## src/rtl/sdde_pkg.sv

```systemverilog
// Shared constants and types for the SD host DMA engine.
// Assumes exactly two channels: 0 = memory to card, 1 = card to memory.
package sdde_pkg;
    localparam int NCH = 2;

    localparam logic [11:0] OFS_MODE = 12'h820;
    localparam logic [11:0] OFS_CTRL = 12'h828;
    localparam logic [11:0] OFS_RST  = 12'h830;
    localparam logic [11:0] OFS_ST1  = 12'h840;
    localparam logic [11:0] OFS_MSK1 = 12'h848;
    localparam logic [11:0] OFS_ST2  = 12'h850;
    localparam logic [11:0] OFS_MSK2 = 12'h858;
    localparam logic [11:0] OFS_LEN  = 12'h870;
    localparam logic [11:0] OFS_ADDR = 12'h880;

    typedef enum logic [2:0] {
        MV_IDLE,
        MV_FETCH,
        MV_WAITD,
        MV_PUSH,
        MV_PULL,
        MV_STORE
    } mv_state_t;
endpackage

```

## src/rtl/sdde_flag.sv

```systemverilog
// One sticky status flag: set by an event, AND-cleared by a register write.
// Assumes an event has priority over a clearing write in the same cycle.
module sdde_flag (
    input  logic clk,
    input  logic rst_n,
    input  logic set_i,
    input  logic wr_i,
    input  logic keep_i,
    output logic q_o
);
    // Hold the flag; set wins over the write mask.
    always_ff @(posedge clk) begin
        if (!rst_n)      q_o <= 1'b0;
        else if (set_i)  q_o <= 1'b1;
        else if (wr_i)   q_o <= q_o & keep_i;
    end
endmodule

```

## src/rtl/sdde_regs.sv

```systemverilog
// Register file of the DMA engine: mode, control, channel reset, status,
// masks, length and address. It also builds the interrupt.
// Assumes the mover reports done/error as one-cycle pulses tagged by channel.
module sdde_regs
    import sdde_pkg::*;
#(
    parameter int AW     = 32,
    parameter int CNT_W  = 32,
    parameter int BSZ_W  = 16,
    localparam int BEAT_W = CNT_W + BSZ_W - 3
) (
    input  logic              clk,
    input  logic              rst_n,
    input  logic [11:0]       reg_addr,
    input  logic              reg_we,
    input  logic [63:0]       reg_wdata,
    output logic [63:0]       reg_rdata,
    input  logic              done_p,
    input  logic              err_p,
    input  logic              evt_chan,
    output logic              start_p,
    output logic              cfg_chan,
    output logic              cfg_incr,
    output logic [AW-1:0]     cfg_addr,
    output logic [BEAT_W-1:0] cfg_beats,
    output logic [NCH-1:0]    chan_run,
    output logic              irq
);
    logic              mode_chan, mode_incr;
    logic [1:0]        mode_bw;
    logic [NCH-1:0]    run_q, m1_q, m2_q, done_q, err_q;
    logic [AW-1:0]     addr_q;
    logic [CNT_W-1:0]  cnt_q;
    logic [BSZ_W-1:0]  bsz_q;
    logic              wr_st1, wr_st2;

    assign wr_st1 = reg_we && (reg_addr == OFS_ST1);
    assign wr_st2 = reg_we && (reg_addr == OFS_ST2);

    // Capture software writes to the configuration registers.
    always_ff @(posedge clk) begin
        if (!rst_n) begin
            mode_chan <= 1'b0;
            mode_incr <= 1'b0;
            mode_bw   <= 2'b00;
            run_q     <= '1;
            m1_q      <= '1;
            m2_q      <= '1;
            addr_q    <= '0;
            cnt_q     <= '0;
            bsz_q     <= '0;
        end else if (reg_we) begin
            case (reg_addr)
                OFS_MODE: begin
                    mode_chan <= reg_wdata[16];
                    mode_bw   <= reg_wdata[5:4];
                    mode_incr <= reg_wdata[0];
                end
                OFS_RST:  run_q  <= reg_wdata[9:8];
                OFS_MSK1: m1_q   <= reg_wdata[17:16];
                OFS_MSK2: m2_q   <= reg_wdata[17:16];
                OFS_ADDR: addr_q <= reg_wdata[AW-1:0];
                OFS_LEN: begin
                    cnt_q <= reg_wdata[CNT_W-1:0];
                    bsz_q <= reg_wdata[32 +: BSZ_W];
                end
                default: ;
            endcase
        end
    end

    // One sticky done flag and one sticky error flag per channel.
    for (genvar c = 0; c < NCH; c++) begin : g_ch
        sdde_flag u_done (
            .clk    (clk),
            .rst_n  (rst_n),
            .set_i  (done_p && (evt_chan == 1'(c))),
            .wr_i   (wr_st1),
            .keep_i (reg_wdata[16+c]),
            .q_o    (done_q[c])
        );
        sdde_flag u_err (
            .clk    (clk),
            .rst_n  (rst_n),
            .set_i  (err_p && (evt_chan == 1'(c))),
            .wr_i   (wr_st2),
            .keep_i (reg_wdata[16+c]),
            .q_o    (err_q[c])
        );
    end

    assign start_p   = reg_we && (reg_addr == OFS_CTRL) && reg_wdata[0];
    assign cfg_chan  = mode_chan;
    assign cfg_incr  = mode_incr;
    assign cfg_addr  = addr_q;
    assign cfg_beats = BEAT_W'(cnt_q) * BEAT_W'(bsz_q[BSZ_W-1:3]);
    assign chan_run  = run_q;
    assign irq       = |(done_q & ~m1_q) || |(err_q & ~m2_q);

    // Return the addressed register; unused bits read zero.
    always_comb begin
        reg_rdata = '0;
        case (reg_addr)
            OFS_MODE: begin
                reg_rdata[16]  = mode_chan;
                reg_rdata[5:4] = mode_bw;
                reg_rdata[0]   = mode_incr;
            end
            OFS_RST:  reg_rdata[9:8]   = run_q;
            OFS_ST1:  reg_rdata[17:16] = done_q;
            OFS_MSK1: reg_rdata[17:16] = m1_q;
            OFS_ST2:  reg_rdata[17:16] = err_q;
            OFS_MSK2: reg_rdata[17:16] = m2_q;
            OFS_ADDR: reg_rdata[AW-1:0] = addr_q;
            OFS_LEN: begin
                reg_rdata[CNT_W-1:0]  = cnt_q;
                reg_rdata[32 +: BSZ_W] = bsz_q;
            end
            default: ;
        endcase
    end

    p_done_ch0_r5: assert property (@(posedge clk) disable iff (!rst_n)
        (done_p && !evt_chan) |=> done_q[0]);
    p_done_ch1_r5: assert property (@(posedge clk) disable iff (!rst_n)
        (done_p && evt_chan) |=> done_q[1]);
    p_err_ch0_r6: assert property (@(posedge clk) disable iff (!rst_n)
        (err_p && !evt_chan) |=> err_q[0]);
endmodule

```

## src/rtl/sdde_mover.sv

```systemverilog
// Beat engine: on a start it latches channel, address policy and length.
// Channel 0 fetches memory words and pushes them to the card stream.
// Channel 1 pulls card words and stores them to memory, one beat at a time.
// Assumes one read response per granted read, returned in order.
module sdde_mover
    import sdde_pkg::*;
#(
    parameter int AW     = 32,
    parameter int BEAT_W = 45
) (
    input  logic              clk,
    input  logic              rst_n,
    input  logic              start_p,
    input  logic              cfg_chan,
    input  logic              cfg_incr,
    input  logic [AW-1:0]     cfg_addr,
    input  logic [BEAT_W-1:0] cfg_beats,
    input  logic [NCH-1:0]    chan_run,
    output logic              done_p,
    output logic              err_p,
    output logic              evt_chan,
    output logic              mem_req,
    output logic              mem_we,
    output logic [AW-1:0]     mem_addr,
    output logic [63:0]       mem_wdata,
    input  logic              mem_gnt,
    input  logic              mem_rvalid,
    input  logic [63:0]       mem_rdata,
    output logic              tx_valid,
    output logic [63:0]       tx_data,
    input  logic              tx_ready,
    input  logic              rx_valid,
    input  logic [63:0]       rx_data,
    output logic              rx_ready
);
    mv_state_t         state;
    logic              chan_q, incr_q, live;
    logic [AW-1:0]     ptr;
    logic [BEAT_W-1:0] left;
    logic [63:0]       buf_q;
    logic              last;

    assign live = chan_run[chan_q];
    assign last = (left == BEAT_W'(1));

    // Sequence the beats of one transfer and report its end.
    always_ff @(posedge clk) begin
        if (!rst_n) begin
            state  <= MV_IDLE;
            chan_q <= 1'b0;
            incr_q <= 1'b0;
            ptr    <= '0;
            left   <= '0;
            buf_q  <= '0;
            done_p <= 1'b0;
            err_p  <= 1'b0;
        end else begin
            done_p <= 1'b0;
            err_p  <= 1'b0;
            if (state != MV_IDLE && !live) begin
                state <= MV_IDLE;
            end else begin
                case (state)
                    MV_IDLE: if (start_p && chan_run[cfg_chan]) begin
                        chan_q <= cfg_chan;
                        incr_q <= cfg_incr;
                        ptr    <= cfg_addr;
                        left   <= cfg_beats;
                        if (cfg_addr[2:0] != 3'd0)   err_p  <= 1'b1;
                        else if (cfg_beats == '0)    done_p <= 1'b1;
                        else state <= cfg_chan ? MV_PULL : MV_FETCH;
                    end
                    MV_FETCH: if (mem_gnt) state <= MV_WAITD;
                    MV_WAITD: if (mem_rvalid) begin
                        buf_q <= mem_rdata;
                        state <= MV_PUSH;
                    end
                    MV_PUSH: if (tx_ready) begin
                        ptr   <= incr_q ? ptr + AW'(8) : ptr;
                        left  <= left - BEAT_W'(1);
                        state <= last ? MV_IDLE : MV_FETCH;
                        done_p <= last;
                    end
                    MV_PULL: if (rx_valid) begin
                        buf_q <= rx_data;
                        state <= MV_STORE;
                    end
                    MV_STORE: if (mem_gnt) begin
                        ptr   <= incr_q ? ptr + AW'(8) : ptr;
                        left  <= left - BEAT_W'(1);
                        state <= last ? MV_IDLE : MV_PULL;
                        done_p <= last;
                    end
                    default: state <= MV_IDLE;
                endcase
            end
        end
    end

    assign mem_req   = live && (state == MV_FETCH || state == MV_STORE);
    assign mem_we    = (state == MV_STORE);
    assign mem_addr  = ptr;
    assign mem_wdata = buf_q;
    assign tx_valid  = live && (state == MV_PUSH);
    assign tx_data   = buf_q;
    assign rx_ready  = live && (state == MV_PULL);
    assign evt_chan  = chan_q;

    p_tx_hold_r2: assert property (@(posedge clk) disable iff (!rst_n)
        (tx_valid && !tx_ready && live) |=> (tx_valid && $stable(tx_data)));
    p_mem_hold_r3: assert property (@(posedge clk) disable iff (!rst_n)
        (mem_req && !mem_gnt && live) |=> (mem_req && $stable(mem_addr) && $stable(mem_we)));
    p_abort_r9: assert property (@(posedge clk) disable iff (!rst_n)
        (state != MV_IDLE && !live) |=> (state == MV_IDLE && !done_p));
    p_misalign_quiet_r6: assert property (@(posedge clk) disable iff (!rst_n)
        err_p |-> (!mem_req && !tx_valid && !rx_ready));
    p_busy_keep_r10: assert property (@(posedge clk) disable iff (!rst_n)
        (state != MV_IDLE && live && start_p) |=> $stable(chan_q));
endmodule

```

## src/rtl/sd_dma_engine.sv

```systemverilog
// Top of the SD host internal DMA engine: register file plus beat mover.
// Assumes 64-bit data, a single contiguous 8-byte-aligned segment per start.
module sd_dma_engine
    import sdde_pkg::*;
#(
    parameter int AW    = 32,
    parameter int CNT_W = 32,
    parameter int BSZ_W = 16
) (
    input  logic          clk,
    input  logic          rst_n,
    input  logic [11:0]   reg_addr,
    input  logic          reg_we,
    input  logic [63:0]   reg_wdata,
    output logic [63:0]   reg_rdata,
    output logic          irq,
    output logic          mem_req,
    output logic          mem_we,
    output logic [AW-1:0] mem_addr,
    output logic [63:0]   mem_wdata,
    input  logic          mem_gnt,
    input  logic          mem_rvalid,
    input  logic [63:0]   mem_rdata,
    output logic          tx_valid,
    output logic [63:0]   tx_data,
    input  logic          tx_ready,
    input  logic          rx_valid,
    input  logic [63:0]   rx_data,
    output logic          rx_ready
);
    localparam int BEAT_W = CNT_W + BSZ_W - 3;

    logic              start_p, cfg_chan, cfg_incr;
    logic              done_p, err_p, evt_chan;
    logic [AW-1:0]     cfg_addr;
    logic [BEAT_W-1:0] cfg_beats;
    logic [NCH-1:0]    chan_run;

    sdde_regs #(.AW(AW), .CNT_W(CNT_W), .BSZ_W(BSZ_W)) u_regs (
        .clk(clk), .rst_n(rst_n),
        .reg_addr(reg_addr), .reg_we(reg_we), .reg_wdata(reg_wdata), .reg_rdata(reg_rdata),
        .done_p(done_p), .err_p(err_p), .evt_chan(evt_chan),
        .start_p(start_p), .cfg_chan(cfg_chan), .cfg_incr(cfg_incr),
        .cfg_addr(cfg_addr), .cfg_beats(cfg_beats), .chan_run(chan_run), .irq(irq)
    );

    sdde_mover #(.AW(AW), .BEAT_W(BEAT_W)) u_mover (
        .clk(clk), .rst_n(rst_n),
        .start_p(start_p), .cfg_chan(cfg_chan), .cfg_incr(cfg_incr),
        .cfg_addr(cfg_addr), .cfg_beats(cfg_beats), .chan_run(chan_run),
        .done_p(done_p), .err_p(err_p), .evt_chan(evt_chan),
        .mem_req(mem_req), .mem_we(mem_we), .mem_addr(mem_addr), .mem_wdata(mem_wdata),
        .mem_gnt(mem_gnt), .mem_rvalid(mem_rvalid), .mem_rdata(mem_rdata),
        .tx_valid(tx_valid), .tx_data(tx_data), .tx_ready(tx_ready),
        .rx_valid(rx_valid), .rx_data(rx_data), .rx_ready(rx_ready)
    );
endmodule

```

## config.mk

```make
export PLATFORM = sky130hd
export DESIGN_NAME = sd_dma_engine
export DESIGN_NICKNAME = d
export VERILOG_FILES = /design/src/rtl/sdde_pkg.sv /design/src/rtl/sdde_flag.sv /design/src/rtl/sdde_regs.sv /design/src/rtl/sdde_mover.sv /design/src/rtl/sd_dma_engine.sv
export SDC_FILE = /design/constraint.sdc
export NUM_CORES = 2
export LEC_CHECK = 0
export ABC_AREA = 1
export ABC_CLOCK_PERIOD_IN_PS = 16990
export BUFFER_PORTS_ARGS = -buffer_cell sky130_fd_sc_hd__buf_2
export CELL_PAD_IN_SITES_DETAIL_PLACEMENT = 1
export CELL_PAD_IN_SITES_GLOBAL_PLACEMENT = 1
export CORE_MARGIN = 2
export CORE_UTILIZATION = 37
export DETAILED_ROUTE_END_ITERATION = 10
export GPL_ROUTABILITY_DRIVEN = 1
export PLACE_DENSITY_LB_ADDON = 0.25
export SLEW_MARGIN = 20
export SYNTH_ARGS = -nofsm -noshare
export SYNTH_HDL_FRONTEND = slang
export SYNTH_HIERARCHICAL = 1
export SYNTH_SLANG_ARGS = --single-unit
```

## constraint.sdc

```tcl
create_clock -name clk -period 16.99 [get_ports clk]
set_input_delay 0.8495 -clock clk [delete_from_list [all_inputs] [get_ports clk]]
set_output_delay 0.8495 -clock clk [all_outputs]
set_load 0.03 [all_outputs]
```

* After elaboration in Yosys (flattened, before gate mapping)
Cells that the tools add are included.
** Operators by class
- Multiplexer cells :: 53
- Reductions and logical operators :: 40
- Equal/unequal tests :: 23
- Bitwise logic cells :: 13
- $lt $le $gt $ge :: 2
- Multiply operators :: 1
- Add/subtract/negate cells :: 2
** Operator list (count)
- 45-bit two-way mux :: 3
- 45-bit one-hot mux with 3 select lines :: 1
- 32-bit two-way mux :: 4
- 64-bit two-way mux :: 2
- 64-bit one-hot mux with 2 select lines :: 1
- 12-bit == test (second input constant) :: 9
- 32-bit one-hot mux with 3 select lines :: 1
- 45-bit by 1-bit == test with 1-bit output (second input constant) :: 1
- 45-bit logical NOT :: 1
- 32-bit by 13-bit multiplier with 45-bit output :: 1
- 45-bit by 1-bit subtractor with 45-bit output (second input constant) :: 1
- 32-bit by 4-bit adder with 32-bit output (second input constant) :: 1
- 3-bit two-way mux :: 10
- 14-bit one-hot mux with 2 select lines :: 1
- 1-bit two-way mux :: 19
- 3-bit one-hot mux with 6 select lines :: 1
- 16-bit two-way mux :: 1
- 1-bit logical AND :: 13
- 2-bit inequality test (second input constant) :: 6
- 2-bit one-hot mux with 3 select lines :: 2
- 6-bit one-hot mux with 2 select lines :: 1
- 2-bit AND reduction :: 6
- 2-bit nonzero test :: 5
- 3-bit nonzero test :: 3
- other kinds (23) :: 40
** Word-level totals
- Register bits :: 242
- Input port bits :: 211
- Output and inout bits :: 229
- Logic and storage cells :: 155

* Longest topological paths before layout
- Word-level depth :: 6
- Depth in mapped cells :: 36
- Gate-level depth less buffers :: 34

* Cells and area by module
The synthesis kept the hierarchy.
** Modules (own cells, without submodules)
- sdde_regs :: cells each 2595, sequential area each 1801.7 um^2, area each 18331.3 um^2, times used 1
- sdde_mover :: cells each 1560, sequential area each 2962.8 um^2, area each 9482.8 um^2, times used 1
- sdde_flag :: cells each 7, sequential area each 20.0 um^2, area each 47.5 um^2, times used 4

* Worst setup path before layout
OpenSTA, ideal clock, no wires.
- Path type :: register to register
- Start point :: register u_regs.bsz_q[7]
- End point :: register u_mover.state[1]
- Cell stages (with the launch flop) :: 32
- Buffers on the path :: 2
- Data required time :: 16.876 ns
- Setup slack :: 11.572 ns
- Arrival time :: 5.304 ns
- Cell sequence :: dfxtp_1 -> clkbuf_1 -> clkbuf_1 -> nand2_1 -> fa_1 -> fa_1 -> fa_1 -> inv_1 -> fa_1 -> inv_1 -> fa_1 -> inv_1 -> ha_1 -> nand2_1 -> nor2_2 -> nand3_1 -> nand3_1 -> nand2_1 -> nand2_1 -> nand2_1 -> nand3_1 -> nand2_1 -> nor2_1 -> nand2_1 -> nor2_1 -> nand2_1 -> nor2_1 -> nand3_1 -> nand3_1 -> nand2_1 -> nand2_1 -> nor2_1
** On the way
- Word-level cells in the longest chain between the ends :: 4
** RTL lines
- from (decl) :: line sdde_regs.sv:34 : logic [BSZ_W-1:0] bsz_q;
- from (signal assigned) :: line sdde_regs.sv:65 : bsz_q <= reg_wdata[32 +: BSZ_W];
- 32-bit by 13-bit multiplier with 45-bit output :: line sdde_regs.sv:96 : assign cfg_beats = BEAT_W'(cnt_q) * BEAT_W'(bsz_q[BSZ_W-1:3]);
- via cfg_beats[38] :: line sd_dma_engine.sv:36 : logic [BEAT_W-1:0] cfg_beats;
- 45-bit logical NOT :: line sdde_mover.sv:70 : else if (cfg_beats == '0) done_p <= 1'b1;
- 2-bit inequality test (no line)
- 8-bit AND reduction (no line)
- to (signal assigned) :: line sdde_mover.sv:71 : else state <= cfg_chan ? MV_PULL : MV_FETCH;
- to (signal assigned) :: line sdde_mover.sv:81 : state <= last ? MV_IDLE : MV_FETCH;
- to (signal assigned) :: line sdde_mover.sv:91 : state <= last ? MV_IDLE : MV_PULL;
- to (decl) :: line sdde_mover.sv:36 : mv_state_t state;
The timed path passes the listed nets, and every way through them passes these cells.
A chain may end at the register's enable or synchronous reset.

* Worst setup path after layout
- Start point :: register u_regs.bsz_q[10]
- End point :: register u_mover.state[1]
Same word-level chain as after synthesis.

==> flow_summary.json <==
{
  "num-nets-final": 5014,
  "grt_max_degree": 104,
  "die_y_um": 279,
  "hpwl_um": 89500,
  "critPathSlowestCell": "dfxtp_2",
  "coreArea_um2": 74700,
  "crit_type": "reg2reg",
  "synth_async_sr_flop_share": 0,
  "grt_pass1_wl_um": 170000,
  "final-max-slew-violation-count": 0,
  "avgSynthCellArea_um2": 6.69,
  "holdCritPathClass": "reg2reg",
  "antenna_found_initial": 13,
  "ys_ff_latch": 242,
  "reg2regPathDepth": 29,
  "fin_skew_ns": 0.0730,
  "grt_setup_unrepaired": "no",
  "ys_warn_count": 6,
  "period_needed_ns": 6.82,
  "cap_violations": 0,
  "filler_cell_count": 9831,
  "path_max_fanout": 33,
  "power_leakage_uw": 0.0169,
  "num_io_pins": 440,
  "postLayoutCellArea_um2": 31000,
  "place_area_um2": 30000,
  "slew_headroom": 0.262,
  "synth_most_common_cell": "nand2_1",
  "antenna_left": 0,
  "synth_commonest_cells": "1,107 x nand2_1, 892 x inv_1, 351 x nor2_1",
  "cts_root_buf": "clkbuf_16",
  "grt_usage": 0.284,
  "r2r_start": "u_regs/bsz_q[10]$_SDFFE_PN0P_",
  "cts_resized": 0,
  "timing.fmax_mhz": 147,
  "synth_area_leaders": "fa_1 24%, dfxtp_1 17%, nand2_1 15%",
  "vias": 27200,
  "syn_inst": 4183,
  "synth_top_area_frac": 0.236,
  "power_density_nw_per_um2": 41.9,
  "hold_depth": 2,
  "gr-total-overflow": 0,
  "drc_errors": 0,
  "drive_gt1_frac": 0.126,
  "fin_setup_tns_ns": 0,
  "status": "finished, final reports clean",
  "hold_buffers": 0,
  "worstMarginPinSlew_ns": 1.11,
  "yosysTopAreaCell": "fa_1",
  "critPathMaxStageDelay_ns": 0.95,
  "reg2reg_slack_ns": 10.17,
  "cp-start-kind": "flop",
  "worstPathArrival_ns": 7.33,
  "netlist_area_um2": 28000,
  "syn2layout_area_growth_pct": 10.8,
  "synth_cell_type_count": 48,
  "worstReg2RegEnd": "u_mover/state[1]$_SDFFE_PP0P_",
  "initialDrtViolationCount": 1475,
  "cts_buffer_depth": 3,
  "cts_setup_buffers": 0,
  "clk_latency_ns": 0.62,
  "rows": 100,
  "synth_edf_count": 0,
  "gp_congestion": 0.969,
  "vdd_drop_max_mv": 0.0715,
  "grt_pass1_vias": 28600,
  "clkTransAtPathRegs_ns": 0.06,
  "yosysSeqAreaShare": 0.173,
  "endpoint_kind": "flop",
  "cp.required_ns": 17.51,
  "wire_per_inst_um": 20.8,
  "dr.pass1.iters": 5,
  "whs_ns": 0.466,
  "path_common_cell": "nand2_1",
  "fin_crit_sh": 0.401,
  "viasPerCell": 5.06,
  "cts_tree": "yes",
  "holdPathEnd": "u_regs/bsz_q[0]$_SDFFE_PN0P_",
  "port_buffers": 407,
  "die_w_um": 279,
  "finalPower_uw": 1300,
  "synth-main-ff-cell": "dfxtp_1",
  "setup_violations": 0,
  "htreeDepth": 1,
  "cts_made_buffers": 30,
  "hold_viol": 0,
  "min_from": "u_regs/bsz_q[0]$_SDFFE_PN0P_",
  "wl_um": 112000,
  "initial_core_util": 0.375,
  "clock-sinks": 242,
  "die-area_um2": 77900
}
-- per-layer routing --
layer / wire length, um / track usage
met1: 48600 / 0.364
met2: 52700 / 0.482
met5: 54 / 0
met3: 6210 / 0.0505
met4: 4180 / 0.0954
-- critical path: cells and delay by family, from the launching register on --
family,cells,cell delay [ns]
buffers and inverters,3,0.15
flip-flops,1,0.95
AND/OR/NAND/NOR,20,2.65
adder cells (fa/ha/maj),6,2.95
-- where the power goes --
group | internal [uW] | total (uW) | switching (uW)
Combinational | 22.2 | 58.5 | 36.2
Sequential | 567 | 568 | 0.169
Clock | 402 | 674 | 271
Total | 992 | 1300 | 308
-- cell type report --
type	instances	area [um2]	share of cell area
Multi-Input combinational cell	2772	18300	0.589
Sequential cell	242	4850	0.156
Clock buffer	45	917	0.0296
Tap cell	969	1210	0.0391
Clock inverter	11	135	0.00435
Inverter	901	3380	0.109
Timing Repair Buffer	433	2230	0.0720
Antenna cell	3	7.51	0.000242
-- cells by family (layout without fill, tap and decap cells) --
| kind of cell | Yosys count | after routing | share of synthesized area |
|---|---|---|---|
| and+or+nand+nor | 1735 | 1735 | 0.252 |
| other | 1 | 19 | 0.000134 |
| AOI/OAI and AO/OA | 566 | 566 | 0.111 |
| buffers and inverters | 1184 | 1390 | 0.177 |
| xor gates and xnor gates | 32 | 32 | 0.0100 |
| adders and majority gates | 423 | 423 | 0.277 |
| DFF | 242 | 242 | 0.173 |
-- layout by cell type (no fill, tap or decap), types with 11 or more instances in the layout --
| cell | Yosys | final |
|---|---|---|
| nand4_1 | 17 | 17 |
| nand2_1 | 1107 | 1106 |
| dfxtp_1 | 242 | 234 |
| nand3_1 | 178 | 178 |
| nand3b_1 | 14 | 14 |
| nor3_1 | 26 | 26 |
| o22ai_1 | 24 | 24 |
| o21ai_0 | 208 | 208 |
| a21oi_2 | 13 | 13 |
| inv_1 | 892 | 892 |
| fa_1 | 330 | 330 |
| nor2_1 | 351 | 350 |
| o21ai_1 | 33 | 33 |
| ha_1 | 93 | 93 |
| a31oi_1 | 74 | 74 |
| buf_4 | 92 | 27 |
| clkbuf_16 | 0 | 30 |
| a21oi_1 | 185 | 185 |
| conb_1 | 1 | 16 |
| clkbuf_8 | 0 | 11 |
| buf_2 | 27 | 406 |
| xor2_1 | 24 | 24 |
| o211ai_1 | 12 | 12 |
-- state kept, by name, summed over array words and instances, names as in the netlist, 3 cells and up --
| name | cells |
|---|---|
| u_mover/mem_wdata | 64 |
| u_mover/left | 45 |
| u_mover/mem_addr | 32 |
| u_regs/cfg_addr | 32 |
| u_regs/cnt_q | 32 |
| u_regs/bsz_q | 16 |
| u_mover/state | 3 |
-- worst max path at each step --
stage                                       start                             to  slack, ns  cells after the start
floorplan            u_regs/bsz_q[7]$_SDFFE_PN0P_  u_mover/state[1]$_SDFFE_PP0P_      11.57                     31
CTS                 u_regs/bsz_q[10]$_SDFFE_PN0P_  u_mover/state[2]$_SDFFE_PP0P_      10.24                     29
finish              u_regs/bsz_q[10]$_SDFFE_PN0P_  u_mover/state[1]$_SDFFE_PP0P_      10.17                     29
detailed placement  u_regs/bsz_q[10]$_SDFFE_PN0P_  u_mover/state[2]$_SDFFE_PP0P_      10.27                     29
global route        u_regs/cnt_q[11]$_SDFFE_PN0P_  u_mover/state[0]$_SDFFE_PP0P_       9.75                     30
global placement    u_regs/bsz_q[10]$_SDFFE_PN0P_  u_mover/state[2]$_SDFFE_PP0P_      10.35                     29
-- per-stage QoR --
step / util / instances / setup slack [ns]
2_1_floorplan: - / 4198 / 11.57
3_3_place_gp: 0.401 / 5317 / 10.35
3_5_place_dp: 0.401 / 5317 / 10.27
4_1_cts: 0.415 / 5373 / 10.24
5_1_grt: 0.415 / 5375 / 9.75
6_report: 0.415 / 5376 / 10.17
Power figures use the tool's default switching activity.
